[src/rtl/dce_ctl_pkg.sv]
package dce_ctl_pkg;

    typedef enum logic [1:0] {
        ST_AWAKE  = 2'd0,
        ST_IDLE   = 2'd1,
        ST_WAKING = 2'd2
    } pwr_state_t;

    typedef enum logic {
        RG_OFF = 1'b0,
        RG_ON  = 1'b1
    } ring_state_t;

    typedef enum logic {
        MD_CMD  = 1'b0,
        MD_DATA = 1'b1
    } line_mode_t;

endpackage

[src/rtl/dce_power_fsm.sv]
module dce_power_fsm
    import dce_ctl_pkg::*;
#(
    parameter int unsigned IDLE_CYC = 2000,
    parameter int unsigned WAKE_CYC = 200
) (
    input  logic clk,
    input  logic rst_n,
    input  logic psave_en,
    input  logic rx_byte,
    input  logic txd_in,
    output logic cts_n,
    output logic awake,
    output logic first_byte_lost
);
    localparam int unsigned MAX_CYC = (IDLE_CYC > WAKE_CYC) ? IDLE_CYC : WAKE_CYC;
    localparam int unsigned CNT_W   = $clog2(MAX_CYC) + 1;
    localparam logic [CNT_W-1:0] IDLE_LAST = CNT_W'(IDLE_CYC - 1);
    localparam logic [CNT_W-1:0] WAKE_LAST = CNT_W'(WAKE_CYC - 1);

    pwr_state_t       state, state_nxt;
    logic [CNT_W-1:0] cnt, cnt_nxt;
    logic             txd_q;
    logic             lost, lost_nxt;
    logic             txd_fall;

    assign txd_fall = txd_q & ~txd_in;

    // state register
    always_ff @(posedge clk) begin
        if (!rst_n) begin
            state <= ST_AWAKE;
            cnt   <= '0;
            txd_q <= 1'b1;
            lost  <= 1'b0;
        end else begin
            state <= state_nxt;
            cnt   <= cnt_nxt;
            txd_q <= txd_in;
            lost  <= lost_nxt;
        end
    end

    // next-state logic
    always_comb begin
        state_nxt = state;
        cnt_nxt   = cnt;
        lost_nxt  = lost;
        unique case (state)
            ST_AWAKE: begin
                if (rx_byte) begin
                    lost_nxt = 1'b0;
                end
                if (!psave_en || rx_byte) begin
                    cnt_nxt = '0;
                end else if (cnt == IDLE_LAST) begin
                    state_nxt = ST_IDLE;         // doze
                    cnt_nxt   = '0;
                end else begin
                    cnt_nxt = cnt + 1'b1;
                end
            end
            ST_IDLE: begin
                cnt_nxt = '0;
                if (!psave_en) begin
                    state_nxt = ST_AWAKE;        // bypass
                end else if (txd_fall) begin
                    state_nxt = ST_WAKING;       // rouse
                    lost_nxt  = 1'b1;
                end
            end
            ST_WAKING: begin
                if (!psave_en) begin
                    state_nxt = ST_AWAKE;        // bypass
                    cnt_nxt   = '0;
                end else if (cnt == WAKE_LAST) begin
                    state_nxt = ST_AWAKE;        // ready
                    cnt_nxt   = '0;
                end else begin
                    cnt_nxt = cnt + 1'b1;
                end
            end
            default: begin
                state_nxt = ST_AWAKE;
                cnt_nxt   = '0;
            end
        endcase
    end

    // outputs
    always_comb begin
        awake           = (state == ST_AWAKE);
        cts_n           = (state != ST_AWAKE);
        first_byte_lost = lost;
    end

    p_doze_r5: assert property (@(posedge clk) disable iff (!rst_n)
        (state == ST_AWAKE && psave_en && !rx_byte && cnt == IDLE_LAST) |=> (state == ST_IDLE));

    p_restart_r6: assert property (@(posedge clk) disable iff (!rst_n)
        (state == ST_AWAKE && rx_byte) |=> (state == ST_AWAKE && cnt == '0));

    p_rouse_r7: assert property (@(posedge clk) disable iff (!rst_n)
        (state == ST_IDLE && psave_en && txd_fall) |=> (state == ST_WAKING && lost));

    p_hold_idle_r7: assert property (@(posedge clk) disable iff (!rst_n)
        (state == ST_IDLE && psave_en && !txd_fall) |=> (state == ST_IDLE));

    p_discard_r8: assert property (@(posedge clk) disable iff (!rst_n)
        (state != ST_AWAKE && lost) |=> lost);

    p_bypass_r9: assert property (@(posedge clk) disable iff (!rst_n)
        !psave_en |=> (awake && !cts_n));

endmodule

[src/rtl/dce_ring_timer.sv]
module dce_ring_timer
    import dce_ctl_pkg::*;
#(
    parameter int unsigned RING_CYC = 10000
) (
    input  logic clk,
    input  logic rst_n,
    input  logic sms_evt,
    output logic ri_n
);
    localparam int unsigned CNT_W = $clog2(RING_CYC) + 1;
    localparam logic [CNT_W-1:0] RING_LAST = CNT_W'(RING_CYC - 1);

    ring_state_t      rstate, rstate_nxt;
    logic [CNT_W-1:0] rcnt, rcnt_nxt;

    always_ff @(posedge clk) begin
        if (!rst_n) begin
            rstate <= RG_OFF;
            rcnt   <= '0;
        end else begin
            rstate <= rstate_nxt;
            rcnt   <= rcnt_nxt;
        end
    end

    always_comb begin
        rstate_nxt = rstate;
        rcnt_nxt   = rcnt;
        unique case (rstate)
            RG_OFF: begin
                rcnt_nxt = '0;
                if (sms_evt) begin
                    rstate_nxt = RG_ON;          // ring
                end
            end
            RG_ON: begin
                if (sms_evt) begin
                    rcnt_nxt = '0;               // retrigger
                end else if (rcnt == RING_LAST) begin
                    rstate_nxt = RG_OFF;         // ring end
                    rcnt_nxt   = '0;
                end else begin
                    rcnt_nxt = rcnt + 1'b1;
                end
            end
            default: begin
                rstate_nxt = RG_OFF;
                rcnt_nxt   = '0;
            end
        endcase
    end

    always_comb begin
        ri_n = (rstate != RG_ON);
    end

    p_ring_start_r4: assert property (@(posedge clk) disable iff (!rst_n)
        sms_evt |=> !ri_n);

    p_ring_end_r4: assert property (@(posedge clk) disable iff (!rst_n)
        (rstate == RG_ON && !sms_evt && rcnt == RING_LAST) |=> ri_n);

endmodule

[src/rtl/dce_dsr_track.sv]
module dce_dsr_track
    import dce_ctl_pkg::*;
(
    input  logic clk,
    input  logic rst_n,
    input  logic dsr_follow,
    input  logic data_enter,
    input  logic data_exit,
    output logic dsr_n
);
    line_mode_t mode, mode_nxt;

    always_ff @(posedge clk) begin
        if (!rst_n) begin
            mode <= MD_CMD;
        end else begin
            mode <= mode_nxt;
        end
    end

    always_comb begin
        mode_nxt = mode;
        unique case (mode)
            MD_CMD:  if (data_enter && !data_exit) mode_nxt = MD_DATA;  // enter
            MD_DATA: if (data_exit)                mode_nxt = MD_CMD;   // leave
            default: mode_nxt = MD_CMD;
        endcase
    end

    always_comb begin
        dsr_n = dsr_follow && (mode == MD_CMD);
    end

    p_always_on_r2: assert property (@(posedge clk) disable iff (!rst_n)
        !dsr_follow |-> !dsr_n);

    p_exit_wins_r3: assert property (@(posedge clk) disable iff (!rst_n)
        data_exit |=> (mode == MD_CMD));

    p_enter_r3: assert property (@(posedge clk) disable iff (!rst_n)
        (data_enter && !data_exit) |=> (mode == MD_DATA));

endmodule

[src/rtl/dce_line_ctrl.sv]
module dce_line_ctrl #(
    parameter int unsigned IDLE_CYC = 2000,
    parameter int unsigned WAKE_CYC = 200,
    parameter int unsigned RING_CYC = 10000
) (
    input  logic clk,
    input  logic rst_n,
    input  logic dsr_follow,
    input  logic psave_en,
    input  logic data_enter,
    input  logic data_exit,
    input  logic sms_evt,
    input  logic rx_byte,
    input  logic txd_in,
    output logic cts_n,
    output logic dsr_n,
    output logic ri_n,
    output logic awake,
    output logic first_byte_lost
);

    dce_power_fsm #(
        .IDLE_CYC(IDLE_CYC),
        .WAKE_CYC(WAKE_CYC)
    ) u_power (
        .clk             (clk),
        .rst_n           (rst_n),
        .psave_en        (psave_en),
        .rx_byte         (rx_byte),
        .txd_in          (txd_in),
        .cts_n           (cts_n),
        .awake           (awake),
        .first_byte_lost (first_byte_lost)
    );

    dce_ring_timer #(
        .RING_CYC(RING_CYC)
    ) u_ring (
        .clk     (clk),
        .rst_n   (rst_n),
        .sms_evt (sms_evt),
        .ri_n    (ri_n)
    );

    dce_dsr_track u_dsr (
        .clk        (clk),
        .rst_n      (rst_n),
        .dsr_follow (dsr_follow),
        .data_enter (data_enter),
        .data_exit  (data_exit),
        .dsr_n      (dsr_n)
    );

    p_reset_r1: assert property (@(posedge clk)
        !rst_n |=> (!cts_n && ri_n && awake && !first_byte_lost));

endmodule

[config.mk]
export PLATFORM = sky130hd
export DESIGN_NAME = dce_line_ctrl
export DESIGN_NICKNAME = d
export VERILOG_FILES = /design/src/rtl/dce_ctl_pkg.sv /design/src/rtl/dce_power_fsm.sv /design/src/rtl/dce_ring_timer.sv /design/src/rtl/dce_dsr_track.sv /design/src/rtl/dce_line_ctrl.sv
export SDC_FILE = /design/constraint.sdc
export NUM_CORES = 1
export LEC_CHECK = 0
export BUFFER_PORTS_ARGS = -buffer_cell sky130_fd_sc_hd__buf_4
export CELL_PAD_IN_SITES_DETAIL_PLACEMENT = 0
export CELL_PAD_IN_SITES_GLOBAL_PLACEMENT = 1
export CORE_MARGIN = 1
export CORE_UTILIZATION = 40
export DETAILED_ROUTE_END_ITERATION = 6
export MAX_ROUTING_LAYER = met4
export PLACE_DENSITY = 0.7
export SLEW_MARGIN = 20
export SYNTH_ARGS = -nofsm -noshare
export SYNTH_HDL_FRONTEND = slang
export SYNTH_SLANG_ARGS = --single-unit
[constraint.sdc]
create_clock -name clk -period 1.7 [get_ports clk]
set_clock_uncertainty 0.2 [all_clocks]
set_input_delay 0.255 -clock clk [delete_from_list [all_inputs] [get_ports clk]]
set_output_delay 0.255 -clock clk [all_outputs]
set_load 0.01 [all_outputs]
# Yosys cells after proc, flatten, opt, wreduce, memory -nomap -nowiden
# Index checks and enable logic that the tools add are counted.
[word_totals]
in_bits = 9
wordCells = 61
rom_bits = 0
out_inout_bits = 5
regBits = 33
ram_bits = 0
n_memories = 0
latch_bits = 0
[op_classes]
div = 0
mul = 0
shifts = 0
n_reduce_logical = 10
order_cmp = 0
mux = 26
n_bitwise = 4
eq_ne = 12
addsub = 2
[op_table]
columns = ["cell", "count"]
rows = [
  ["$mux W12", 4],
  ["$mux W15", 2],
  ["$pmux W15 S2", 1],
  ["$pmux W12 S2", 1],
  ["$add A15 B1 Y15 const B", 1],
  ["$eq A15 B14 Y1 const B", 1],
  ["$add A12 B1 Y12 const B", 1],
  ["$eq A12 B11 Y1 const B", 1],
  ["$eq A12 B8 Y1 const B", 1],
  ["$mux W2", 6],
  ["$mux W1", 8],
  ["$reduce_and A4 Y1", 2],
  ["$ne A2 B2 Y1 const B", 3],
  ["$ne A3 B2 Y1 const B", 2],
  ["$pmux W1 S2", 3],
  ["$pmux W2 S3", 1],
  ["$ne A2 B1 Y1 const B", 2],
  ["$reduce_bool A2 Y1", 2],
  ["$not A1 Y1", 3],
  ["$eq A2 B1 Y1 const B", 1],
  ["$eq A2 B2 Y1 const B", 1],
  ["$logic_and A1 B1 Y1", 2],
  ["$logic_not A1 Y1", 2],
  ["$logic_not A2 Y1", 1],
  ["other kinds (2)", 2],
]

# Longest topological paths before layout
[logic_depth]
depth_word = 5
mapped_depth = 6
ltp_nobuf = 5

# Modules after synthesis
# From an unflattened synthesis, not the netlist that was laid out.
[unflattened]
hier_cells = 167
area_unflattened_um2 = 1505.2
[by_module_without_submodules]
columns = ["mod", "area_per_inst_um2", "instances", "seq_area_each_um2", "cells_per_inst"]
rows = [
  ["dce_power_fsm", 739.5, 1, 320.3, 83],
  ["dce_ring_timer", 720.7, 1, 320.3, 80],
  ["dce_dsr_track", 45.0, 1, 20.0, 4],
]

# Worst setup path before layout
# OpenSTA, ideal clock, no wires.
[synth_path]
path_type = "reg-to-reg"
startpoint = "register u_power.cnt[0]"
endpoint = "register u_power.cnt[0]"
arrival_ps = 1235
stages_incl_launch_ff = 7
synth_period_minus_slack_ps = 1556
t_required_ps = 1378
setup_time_ps = 122
slack_ps = 144
path_buffers = 1
path_cell_list = "dfxtp_1 ha_1 and3_1 nand4_1 nand4_1 buf_4 a21oi_1"
[synth_via]
elab_chain_cells = 4
elab_cells_between_ends = 8
classes_between = "add/sub (1); eq/ne (2); mux (5)"
[synth_lines]
columns = ["element", "line", "rtl"]
rows = [
  ["from (decl)", "dce_power_fsm.sv:22", "logic [CNT_W-1:0] cnt, cnt_nxt;"],
  ["from (signal assigned)", "dce_power_fsm.sv:38", "cnt <= cnt_nxt;"],
  ["$add A12 B1 Y12, or another cell as far along", "dce_power_fsm.sv:60, dce_power_fsm.sv:80", ""],
  ["$mux W12, on equally long branches", "dce_power_fsm.sv:76, dce_power_fsm.sv:56", ""],
  ["$mux W12, on equally long branches", "dce_power_fsm.sv:73, dce_power_fsm.sv:54", ""],
  ["$pmux W12 S2 *", "dce_power_fsm.sv:49", "unique case (state)"],
]
# Every way passes the cells marked *; elsewhere a longest branch is shown, timed or not.
# A chain may end at the register's enable or synchronous reset.

# Final worst setup path
[layout_path]
startpoint = "register u_power.cnt[1]"
endpoint = "register u_power.cnt[1]"
# The elaborated chain is that of the path after synthesis.

==> metrics.txt <==
status=finished, final reports clean; first-pass GRT wire length=5320 um; Hold Violations, Final=0; Worst path slowest cell=dfxtp_1; overall power=0.00149 W; f_max=627 MHz; Final Max Tran Viols=0; HP Class=input pin to flip-flop; Total Routing Usage GR=17.3%; # rows=22; n_diodes=0; clock share of power=43.3%; Final Cycle Share=93.8%; Pre-antenna DRT Iters=4; vias per inst=4.98; crit start category=flip-flop; synthesized instance count=163; Post-synth EDFFs=0; Crit Path Max Fanout=12; Die H=63.8 um; CP endpoint kind=flip-flop; P_int=0.00118 W; sequential share of power=52.6%; Seq/Total Area, Yosys=43.3%; Cell Pwr Density=771 nW/um2; vias in the first global route=1,225; total wire length=3020 um; P_sw=0.000309 W; largest net degree at the start of global routing=16; clock tree buffer depth=2; final net count=208; Root Buffer=clkbuf_8; # Post-CTS Setup Buffers=0; initial core utilization=41.7%; sw frac=20.8%; Worst-path clk slew=0.06 ns; design area=1930 um2; core region area=3660 um2; P_leak=0.700 nW; Worst Setup Path Type=flip-flop to flip-flop; total grt overflow=0; Seq cells post-synth=33; I/O Pins=14; Req. time, crit path=1.66 ns; P&R area growth vs syn=26.7%; ratio of cells with drive above 1 in the final layout=26.3%; clock latency on the worst-skew pair=0.28 ns; Period minus WS final=1.59 ns; drt wl/cell=12.3 um; Slew @ Worst Pin=0.269 ns; worst path cell trace=ha_2 > and3_1 > nand4_1 > nand4_1 > buf_12 > a21boi_0; area of the die=4060 um2; RSZ-0062 raised after global routing=true; initial DRC count=37; Num Clock Sinks=33; detailed-route via count=1,225; PnR worst setup slack=0.105 ns; Setup TNS=0 ns; Top FF cell, synth=dfxtp_1; die outline width=63.8 um; asr flop ratio synth=0%; Peak VDD IR=0.411 mV; TritonCTS clock tree=done; Finished Layout Cells=246; synth warn=0; I/O Buffers=13; Placed Area=1800 um2; Rel. slew slack=81.9%; syn_nets=174; post-synth top area cell=dfxtp_1; initial antenna violation count=0; Logic pwr share=4.1%; synth top area cells=dfxtp_1, xnor2_1, xor2_1, nor2_1, a21oi_1; crit path DAT=1.56 ns; placed cell count=236; H-tree Lvls=2; pre-CTS setup slack=0.0716 ns; Netlist cell types=34; CTS Buf Count=5; Avg Cell Area, Syn=9.36 um2; RD Place Congestion=0.761; Netlist Area Pre-Place=1530 um2; hpwl dp=2200 um; Crit path top cell by count=nand4_1; max_cap viols=0; post-route ant nets=0; final setup vio count=0; area share of the largest cell type after synthesis=43.3%; Largest stage delay, worst path=0.35 ns; DRC viols=0
==> cells in the mapped netlist, types with 2 or more instances <==
| cell type | number |
|---|---|
| nand3b_1 | 3 |
| nand2_1 | 9 |
| nor3b_1 | 2 |
| nor2_2 | 2 |
| ha_1 | 2 |
| a21oi_1 | 13 |
| and2_1 | 3 |
| nand3_1 | 9 |
| xnor2_1 | 14 |
| nor2_1 | 20 |
| and4_2 | 2 |
| nor3_1 | 4 |
| xor2_1 | 9 |
| nor2b_1 | 3 |
| nor4b_2 | 3 |
| nand4_1 | 8 |
| and3_1 | 3 |
| inv_1 | 4 |
| dfxtp_1 | 33 |
| nor4_2 | 3 |
==> per-layer routing <==
| layer | GRT usage, % | wire (um) | vias to the layer above |
|---|---|---|---|
| met5 | - | 0 | - |
| met3 | 4.29 | 69 | 2 |
| met1 | 20.0 | 1420 | 578 |
| li1 | - | - | 635 |
| met4 | 6.82 | 14 | 0 |
| met2 | 28.7 | 1510 | 10 |
==> sequential cells by signal, indices dropped and copies added, names as in the netlist <==
signal and count:
u_power.txd_q 1, u_power.cnt 12, u_power.state 2, u_power.first_byte_lost 1, u_ring.rstate 1, u_ring.rcnt 15
u_dsr.mode 1
==> timing repair <==
item,4_1_cts,5_1_grt
endpoints found under the setup margin,0,27
resized for setup,0,3
hold endpoints to repair,2,0
hold buffers,2,0
==> cell usage in the layout (no fill, tap or decap), drive strengths merged <==
cell type,netlist,routed
dfxtp,33,33
buf,3,28
nor2,22,22
xnor2,14,14
a21oi,13,13
nand3,9,9
xor2,9,9
nand2,9,9
nand4,9,9
clkbuf,0,7
inv,5,5
nor3,4,4
nor4,4,4
nor2b,3,3
and3,3,3
nand3b,3,3
nor4b,3,3
and4,3,3
and2,3,3
nor3b,2,2
dlygate4sd3,0,2
and4bb,2,2
ha,2,2
nand4b,1,1
nand2b,1,1
o211a,1,1
a21boi,1,1
o22ai,1,1
clkinv,0,1
==> cell families after synthesis <==
kind of cell / count (synthesis) / share of synthesized area (%)
AOI/OAI and AO/OA: 16 / 5.82
xor gates and xnor gates: 23 / 13.2
adders and majority gates: 2 / 1.64
buffers and inverters: 8 / 2.79
DFF: 33 / 43.3
and+or+nand+nor: 81 / 33.2
==> power groups by stage <==
| stage | clock network, W | logic, W | registers, W |
|---|---|---|---|
| 3_5_place_dp | 0 | 0.0000576 | 0.000801 |
| 4_1_cts | 0.000672 | 0.0000616 | 0.000783 |
| 2_1_floorplan | 0 | 0.0000237 | 0.000800 |
| 6_report | 0.000645 | 0.0000609 | 0.000783 |
| 3_3_place_gp | 0 | 0.0000565 | 0.000800 |
| 5_1_grt | 0.000698 | 0.0000674 | 0.000783 |
==> through the flow <==
step	hold slack, ns	utilization (%)
after floorplan	0.128	-
after global placement	0.217	49.1
final	0.0163	52.8
after global routing	0.0286	52.8
after CTS	0.0101	52.4
after detailed placement	0.221	49.1
==> final cells by class <==
class                      instances  area (um2)
clock buffer                       7        96.3
sequential                        33         661
inverter                           5        18.8
fill                             336        1730
multi-input combinational        122         836
clock inverter                     1        5.00
timing repair buffer              30         255
tap                               48        60.1
==> path summary, 6_finish.rpt <==
kind	from	to	slack [ns]	depth (start not counted)
worst max register to register	u_power.cnt[1]	u_power.cnt[1]	0.11	6
worst min register to register	u_ring.rcnt[0]	u_ring.rcnt[0]	0.26	1
worst min-delay path	sms_evt	u_ring.rstate	0.02	3
worst max-delay path	u_power.cnt[1]	u_power.cnt[1]	0.11	6
==> critical path: cells and delay by family, from the launching register on <==
family	cells	cell delay, ns
AO/OA/AOI/OAI	1	0.08
adder cells (fa/ha/maj)	1	0.20
buffers and inverters	1	0.14
flip-flops	1	0.35
AND/OR/NAND/NOR	3	0.50
Power figures use the tool's default switching activity.
